==> src/rtl/phase_adj_pkg.sv <==
package phase_adj_pkg;
  localparam int DATA_W   = 32;
  localparam int ADDR_W   = 2;
  localparam int DELTA_W  = 16;
  localparam int UNIT_BIT = 16;
  localparam int DIR_BIT  = 17;
  localparam int ACT_BIT  = 31;

  localparam logic [ADDR_W-1:0] ADDR_CMD  = 2'd0;
  localparam logic [ADDR_W-1:0] ADDR_CYC  = 2'd1;
  localparam logic [ADDR_W-1:0] ADDR_STAT = 2'd2;

  typedef struct packed {
    logic               act;
    logic               dec;
    logic               unit_sec;
    logic [DELTA_W-1:0] delta;
  } adj_cmd_t;
endpackage

==> src/rtl/phase_adj_regs.sv <==
module phase_adj_regs
  import phase_adj_pkg::*;
#(
  parameter int CYC_W = 16
) (
  input  logic                    clk_i,
  input  logic                    rst_ni,
  input  logic                    wr_en_i,
  input  logic [ADDR_W-1:0]       wr_addr_i,
  input  logic [DATA_W-1:0]       wr_data_i,
  input  logic                    done_set_i,
  output logic                    cmd_wr_o,
  output adj_cmd_t                cmd_o,
  output logic [CYC_W-1:0]        cyc_o,
  output logic                    done_o
);
  logic cyc_wr, done_clr, done_q;
  logic unused_data;

  assign unused_data = ^wr_data_i;
  assign cmd_wr_o = wr_en_i && (wr_addr_i == ADDR_CMD);
  assign cyc_wr   = wr_en_i && (wr_addr_i == ADDR_CYC);
  assign done_clr = wr_en_i && (wr_addr_i == ADDR_STAT) && wr_data_i[0];

  assign cmd_o.act      = wr_data_i[ACT_BIT];
  assign cmd_o.dec      = wr_data_i[DIR_BIT];
  assign cmd_o.unit_sec = wr_data_i[UNIT_BIT];
  assign cmd_o.delta    = wr_data_i[DELTA_W-1:0];

  always_ff @(posedge clk_i or negedge rst_ni) begin
    if (!rst_ni) begin
      cyc_o  <= '0;
      done_q <= 1'b0;
    end else begin
      if (cyc_wr) cyc_o <= wr_data_i[CYC_W-1:0];
      if (done_set_i)    done_q <= 1'b1;
      else if (done_clr) done_q <= 1'b0;
    end
  end
  assign done_o = done_q;


  done_sticky_chk: assert property (@(posedge clk_i) disable iff (!rst_ni)
    done_q && !done_clr |=> done_q);
endmodule

==> src/rtl/phase_adj_seq.sv <==
module phase_adj_seq
  import phase_adj_pkg::*;
#(
  parameter int CYC_W = 16
) (
  input  logic              clk_i,
  input  logic              rst_ni,
  input  logic              cmd_wr_i,
  input  adj_cmd_t          cmd_i,
  input  logic [CYC_W-1:0]  cyc_i,
  output logic              active_o,
  output logic              done_set_o,
  output logic              ns_up_o,
  output logic              ns_dn_o,
  output logic              sec_up_o
);
  logic               active_q, unit_q, dec_q, step;
  logic [DELTA_W-1:0] remain_q;
  logic [CYC_W-1:0]   per_q, cnt_q, per_eff;
  logic               last_step, zero_start;

  // spacing of 0 behaves as 1
  assign per_eff    = (cyc_i == '0) ? CYC_W'(1) : cyc_i;
  assign step       = active_q && (cnt_q == '0);
  assign last_step  = step && (remain_q == DELTA_W'(1));
  assign zero_start = cmd_wr_i && cmd_i.act && (cmd_i.delta == '0);
  assign done_set_o = (last_step && !cmd_wr_i) || zero_start;

  always_ff @(posedge clk_i or negedge rst_ni) begin
    if (!rst_ni) begin
      active_q <= 1'b0;
      unit_q   <= 1'b0;
      dec_q    <= 1'b0;
      remain_q <= '0;
      per_q    <= '0;
      cnt_q    <= '0;
    end else if (cmd_wr_i) begin
      active_q <= cmd_i.act && (cmd_i.delta != '0);
      unit_q   <= cmd_i.unit_sec;
      dec_q    <= cmd_i.dec;
      remain_q <= cmd_i.delta;
      per_q    <= per_eff;
      cnt_q    <= per_eff - CYC_W'(1);
    end else if (step) begin
      remain_q <= remain_q - DELTA_W'(1);
      cnt_q    <= per_q - CYC_W'(1);
      if (last_step) active_q <= 1'b0;
    end else if (active_q) begin
      cnt_q <= cnt_q - CYC_W'(1);
    end
  end

  assign active_o = active_q;
  assign ns_up_o  = step && !unit_q && !dec_q;
  assign ns_dn_o  = step && !unit_q && dec_q;
  assign sec_up_o = step && unit_q;


  last_step_clears_chk: assert property (@(posedge clk_i) disable iff (!rst_ni)
    last_step && !cmd_wr_i |=> !active_q);

  step_spacing_chk: assert property (@(posedge clk_i) disable iff (!rst_ni)
    step && (per_q > CYC_W'(1)) && !cmd_wr_i |=> !step);

  zero_delta_chk: assert property (@(posedge clk_i) disable iff (!rst_ni)
    zero_start |=> !active_q);

  one_kind_chk: assert property (@(posedge clk_i) disable iff (!rst_ni)
    $onehot0({ns_up_o, ns_dn_o, sec_up_o}));
endmodule

==> src/rtl/phase_adj_tod.sv <==
module phase_adj_tod #(
  parameter int unsigned ROLL_NS = 1_000_000_000,
  parameter int unsigned NOM_INC = 40,
  parameter int          SEC_W   = 32,
  localparam int         NS_W    = $clog2(ROLL_NS)
) (
  input  logic              clk_i,
  input  logic              rst_ni,
  input  logic              ns_up_i,
  input  logic              ns_dn_i,
  input  logic              sec_up_i,
  output logic [SEC_W-1:0]  sec_o,
  output logic [NS_W-1:0]   ns_o
);
  localparam logic [NS_W:0] ROLL_W = (NS_W+1)'(ROLL_NS);
  localparam logic [NS_W:0] NOM_W  = (NS_W+1)'(NOM_INC);

  logic [NS_W:0]    inc, sum;
  logic             carry;
  logic [SEC_W-1:0] sec_q;
  logic [NS_W-1:0]  ns_q;

  always_comb begin
    inc = NOM_W;
    if (ns_up_i) inc = NOM_W + (NS_W+1)'(1);
    if (ns_dn_i) inc = NOM_W - (NS_W+1)'(1);
    sum   = {1'b0, ns_q} + inc;
    carry = (sum >= ROLL_W);
  end

  always_ff @(posedge clk_i or negedge rst_ni) begin
    if (!rst_ni) begin
      sec_q <= '0;
      ns_q  <= '0;
    end else begin
      ns_q  <= carry ? NS_W'(sum - ROLL_W) : NS_W'(sum);
      sec_q <= sec_q + SEC_W'(carry) + SEC_W'(sec_up_i);
    end
  end

  assign sec_o = sec_q;
  assign ns_o  = ns_q;


  ns_range_chk: assert property (@(posedge clk_i) disable iff (!rst_ni)
    {1'b0, ns_q} < ROLL_W);

  sec_step_chk: assert property (@(posedge clk_i) disable iff (!rst_ni)
    sec_up_i |=> (sec_q - $past(sec_q)) >= SEC_W'(1));
endmodule

==> src/rtl/ts_phase_adjuster.sv <==
module ts_phase_adjuster
  import phase_adj_pkg::*;
#(
  parameter int unsigned ROLL_NS = 1_000_000_000,
  parameter int unsigned NOM_INC = 40,
  parameter int          SEC_W   = 32,
  parameter int          CYC_W   = 16,
  localparam int         NS_W    = $clog2(ROLL_NS)
) (
  input  logic              clk_i,
  input  logic              rst_ni,
  input  logic              wr_en_i,
  input  logic [1:0]        wr_addr_i,
  input  logic [31:0]       wr_data_i,
  output logic              active_o,
  output logic              done_o,
  output logic              step_up_o,
  output logic              step_dn_o,
  output logic              step_sec_o,
  output logic [SEC_W-1:0]  sec_o,
  output logic [NS_W-1:0]   ns_o
);
  adj_cmd_t         cmd;
  logic             cmd_wr, done_set, ns_up, ns_dn, sec_up;
  logic [CYC_W-1:0] cyc;

  phase_adj_regs #(.CYC_W(CYC_W)) i_regs (
    .clk_i, .rst_ni, .wr_en_i, .wr_addr_i, .wr_data_i,
    .done_set_i(done_set), .cmd_wr_o(cmd_wr), .cmd_o(cmd),
    .cyc_o(cyc), .done_o(done_o)
  );

  phase_adj_seq #(.CYC_W(CYC_W)) i_seq (
    .clk_i, .rst_ni, .cmd_wr_i(cmd_wr), .cmd_i(cmd), .cyc_i(cyc),
    .active_o(active_o), .done_set_o(done_set),
    .ns_up_o(ns_up), .ns_dn_o(ns_dn), .sec_up_o(sec_up)
  );

  phase_adj_tod #(.ROLL_NS(ROLL_NS), .NOM_INC(NOM_INC), .SEC_W(SEC_W)) i_tod (
    .clk_i, .rst_ni, .ns_up_i(ns_up), .ns_dn_i(ns_dn), .sec_up_i(sec_up),
    .sec_o(sec_o), .ns_o(ns_o)
  );

  assign step_up_o  = ns_up | sec_up;
  assign step_dn_o  = ns_dn;
  assign step_sec_o = sec_up;


  idle_no_step_chk: assert property (@(posedge clk_i) disable iff (!rst_ni)
    !active_o |-> !(step_up_o || step_dn_o));
endmodule

==> config.mk <==
export PLATFORM = sky130hd
export DESIGN_NAME = ts_phase_adjuster
export DESIGN_NICKNAME = d
export VERILOG_FILES = /design/src/rtl/phase_adj_pkg.sv /design/src/rtl/phase_adj_regs.sv /design/src/rtl/phase_adj_seq.sv /design/src/rtl/phase_adj_tod.sv /design/src/rtl/ts_phase_adjuster.sv
export SDC_FILE = /design/constraint.sdc
export NUM_CORES = 1
export LEC_CHECK = 0
export BUFFER_PORTS_ARGS = -buffer_cell sky130_fd_sc_hd__buf_4
export CORE_MARGIN = 3
export CORE_UTILIZATION = 45
export CTS_BUF_LIST = sky130_fd_sc_hd__clkbuf_8 sky130_fd_sc_hd__clkbuf_16
export DETAILED_ROUTE_END_ITERATION = 10
export PLACE_DENSITY = 0.65
export RECOVER_POWER = 100
export SYNTH_ARGS = -nofsm -noshare
export SYNTH_HDL_FRONTEND = slang
export SYNTH_SLANG_ARGS = --single-unit
export TNS_END_PERCENT = 30
==> constraint.sdc <==
create_clock -name clk_i -period 10.7 [get_ports clk_i]
set_input_delay 2.14 -clock clk_i [delete_from_list [all_inputs] [get_ports clk_i]]
set_output_delay 2.14 -clock clk_i [all_outputs]
set_load 0.01 [all_outputs]
==> results.txt <==
outcome - finished, violations left
failing checks - capacitance limit, slew limit
clk slew on worst S/H paths - 0.06 ns
r2r setup slk - 1.77 ns
VDD IR-drop max - 0.126 mV
Row Count - 46
ys flop type - dfrtp_1
hold_sp - i_tod.sec_o[31]
Max-slew headroom - -1.39
number of max-cap violations - 3
Final ANT Viol Nets - 0
top cells by area, synth - dfrtp_1 44%, xnor2_1 7.2%, nand2_1 5.7%
FF-to-FF path depth - 26
FFs w/ async S/R, synth - 1.00
sum of negative setup slack - 0 ns
n_diodes - 0
synthesized instance count - 778
Num CTS Buffers - 17
CP Depth - 26
worst-margin pin slew - 3.59 ns
crit path max-delay cell type - a211oi_1
initial antenna violation count - 0
1st-pass router iterations - 7
endpoint type of the worst setup path - flop
post-synth top area share - 0.438
post-synth net total - 826
final instance area - 8580 um^2
clock root buffer - clkbuf_16
PostCTS Resize Cnt - 0
initial DRC count - 315
DR WL/cell - 16.8 um
IO buf count - 90
PD cells - 185 nW/um^2
top-count cell post-synth - dfrtp_1
area of the die - 18100 um^2
CP arrival - 9.27 ns
nets - 910
Setup Viol. Count Final - 0
worst path bufs/invs - 2
commonest cells in the netlist - 130 x dfrtp_1, 113 x nand2_1, 61 x xnor2_1
vias in the first global route - 6098
Final Cycle Share - 0.835
Fin Hold WS - 0.467 ns
CP dominant cell by count - ha_1
FF-to-FF Start - i_seq.cnt_q[1]
Die Wd - 135 um
Final Max Tran Viols - 206
area grow syn2layout - 15.4%
leakage - 0.00361 uW
drt via density - 5.73
maximum number of pins on one net before global-route repair - 73
clk_lat worst skew - 0.42 ns
Final Hold Fails - 0
first-pass GRT wire length - 30.4 mm
worst hold stages - 1
Fmax achieved - 112 MHz
CP Data Required Time - 11.03 ns
total power draw - 1590 uW
Post-CTS Setup Inserts - 0
Cell Area, Synth - 7430 um^2
H-tree depth - 4
clock tree buffer depth - 2
crit start category - flop
CP max stage delay - 0.76 ns
CTS tree - done
I/O Pins - 104
hpwl dp - 13.1 mm
Post-synth EDFFs - 0
final core occ - 0.536
Post-DP Area - 8280 um^2
Filler Cells Inserted - 1547
Core ar. - 16000 um^2
register bit count reported by yosys - 130
Total Routed Length - 18.3 mm
clock skew - 0.0131 ns
aggregate global-route resource usage - 0.207
# hold bufs at CTS - 0
DR vias - 6247
drc violations - 0
kind of critical path - reg -> reg
gp weighted congestion - 0.862
Die Y-Extent - 135 um
library cells used by synthesis - 75
Worst path top cell family by delay - simple AND/OR/NAND/NOR gates
Hold Path End - i_tod.sec_o[31]
sequential area share after synthesis - 0.438
GRT overflow - 0
min cycle time layout - 8.93 ns
share of post-route cells with drive strength above 1 - 0.104
post-synth top area cell - dfrtp_1
Synth Area per Inst - 9.56 um^2
worst flop-to-flop path endpoint - i_tod.sec_o[30]
synth warn - 0
worst-path fanout max - 18
TritonCTS Sinks - 130
Starting Density - 0.465
worst hold-check path type - reg -> reg
RSZ-0062 raised after global routing - no
==> final cells by class <==
cell class | count | area [um^2] | area share
Clock inverter | 14 | 211 | 0.0246
Multi-Input combinational cell | 605 | 3910 | 0.456
Sequential cell | 130 | 3250 | 0.379
Inverter | 14 | 52.6 | 0.00613
Timing Repair Buffer | 94 | 439 | 0.0512
Tap cell | 216 | 270 | 0.0315
Clock buffer | 18 | 439 | 0.0512
==> kinds of logic after synthesis <==
group,after synthesis,synth area share
fa+ha+maj,11,0.0205
simple gates,320,0.227
xor+xnor,88,0.104
flops,130,0.438
compound gates,168,0.159
mux,18,0.0271
buf+inv,43,0.0256
==> flip-flops by register name, indices dropped and copies added, names as in the netlist <==
| register | count |
|---|---|
| i_regs.done_o | 1 |
| i_tod.sec_o | 32 |
| i_seq.unit_q | 1 |
| i_seq.remain_q | 16 |
| i_seq.cnt_q | 16 |
| i_regs.cyc_o | 16 |
| i_seq.per_q | 16 |
| i_seq.active_o | 1 |
| i_seq.dec_q | 1 |
| i_tod.ns_o | 30 |
==> metrics by stage <==
step,setup slack (ns),instances
4_1_cts,2.54,1091
3_5_place_dp,2.59,1059
3_3_place_gp,2.70,1059
6_report,1.77,1091
5_1_grt,1.19,1091
2_1_floorplan,3.75,778
==> cell usage in the layout, fill, tap and decap left out, types with 6 or more instances in the layout <==
cell type,netlist,layout
dfrtp_1,130,130
nand2_1,113,114
clkbuf_1,17,71
xnor2_1,61,61
nor2_1,55,55
a21oi_1,40,47
o21ai_0,41,41
nand3_1,28,28
xor2_1,27,27
buf_4,3,23
nor4_1,19,20
nor3_1,18,19
mux2_2,17,17
clkbuf_16,0,17
inv_1,14,15
nand4_1,14,14
and3_1,11,12
o21a_1,12,12
and4_1,10,10
a211oi_1,6,9
ha_1,9,9
a31oi_1,8,8
a211o_1,7,7
o31a_1,6,6
==> power by group <==
group	switching (uW)	internal (uW)
Sequential	79.6	569
Combinational	171	128
Clock	224	419
Total	475	1120
==> metal layers <==
metal,global-route usage,up-vias,wire (um)
met2,0.331,169,8750
met5,0,-,0
met3,0.0518,26,949
met1,0.276,3085,8340
li1,-,2967,-
met4,0.0690,0,296
==> how the worst max path moves through the flow <==
stage,slack (ns),from,endpoint
2_1_floorplan,3.75,i_seq.cnt_q[1],i_tod.sec_o[30]
3_3_place_gp,2.70,i_seq.cnt_q[1],i_tod.sec_o[30]
3_5_place_dp,2.59,i_seq.cnt_q[1],i_tod.sec_o[30]
4_1_cts,2.54,i_seq.cnt_q[1],i_tod.sec_o[30]
5_1_grt,1.19,i_seq.cnt_q[1],i_tod.sec_o[30]
6_report,1.77,i_seq.cnt_q[1],i_tod.sec_o[30]
Power figures use the tool's default switching activity.
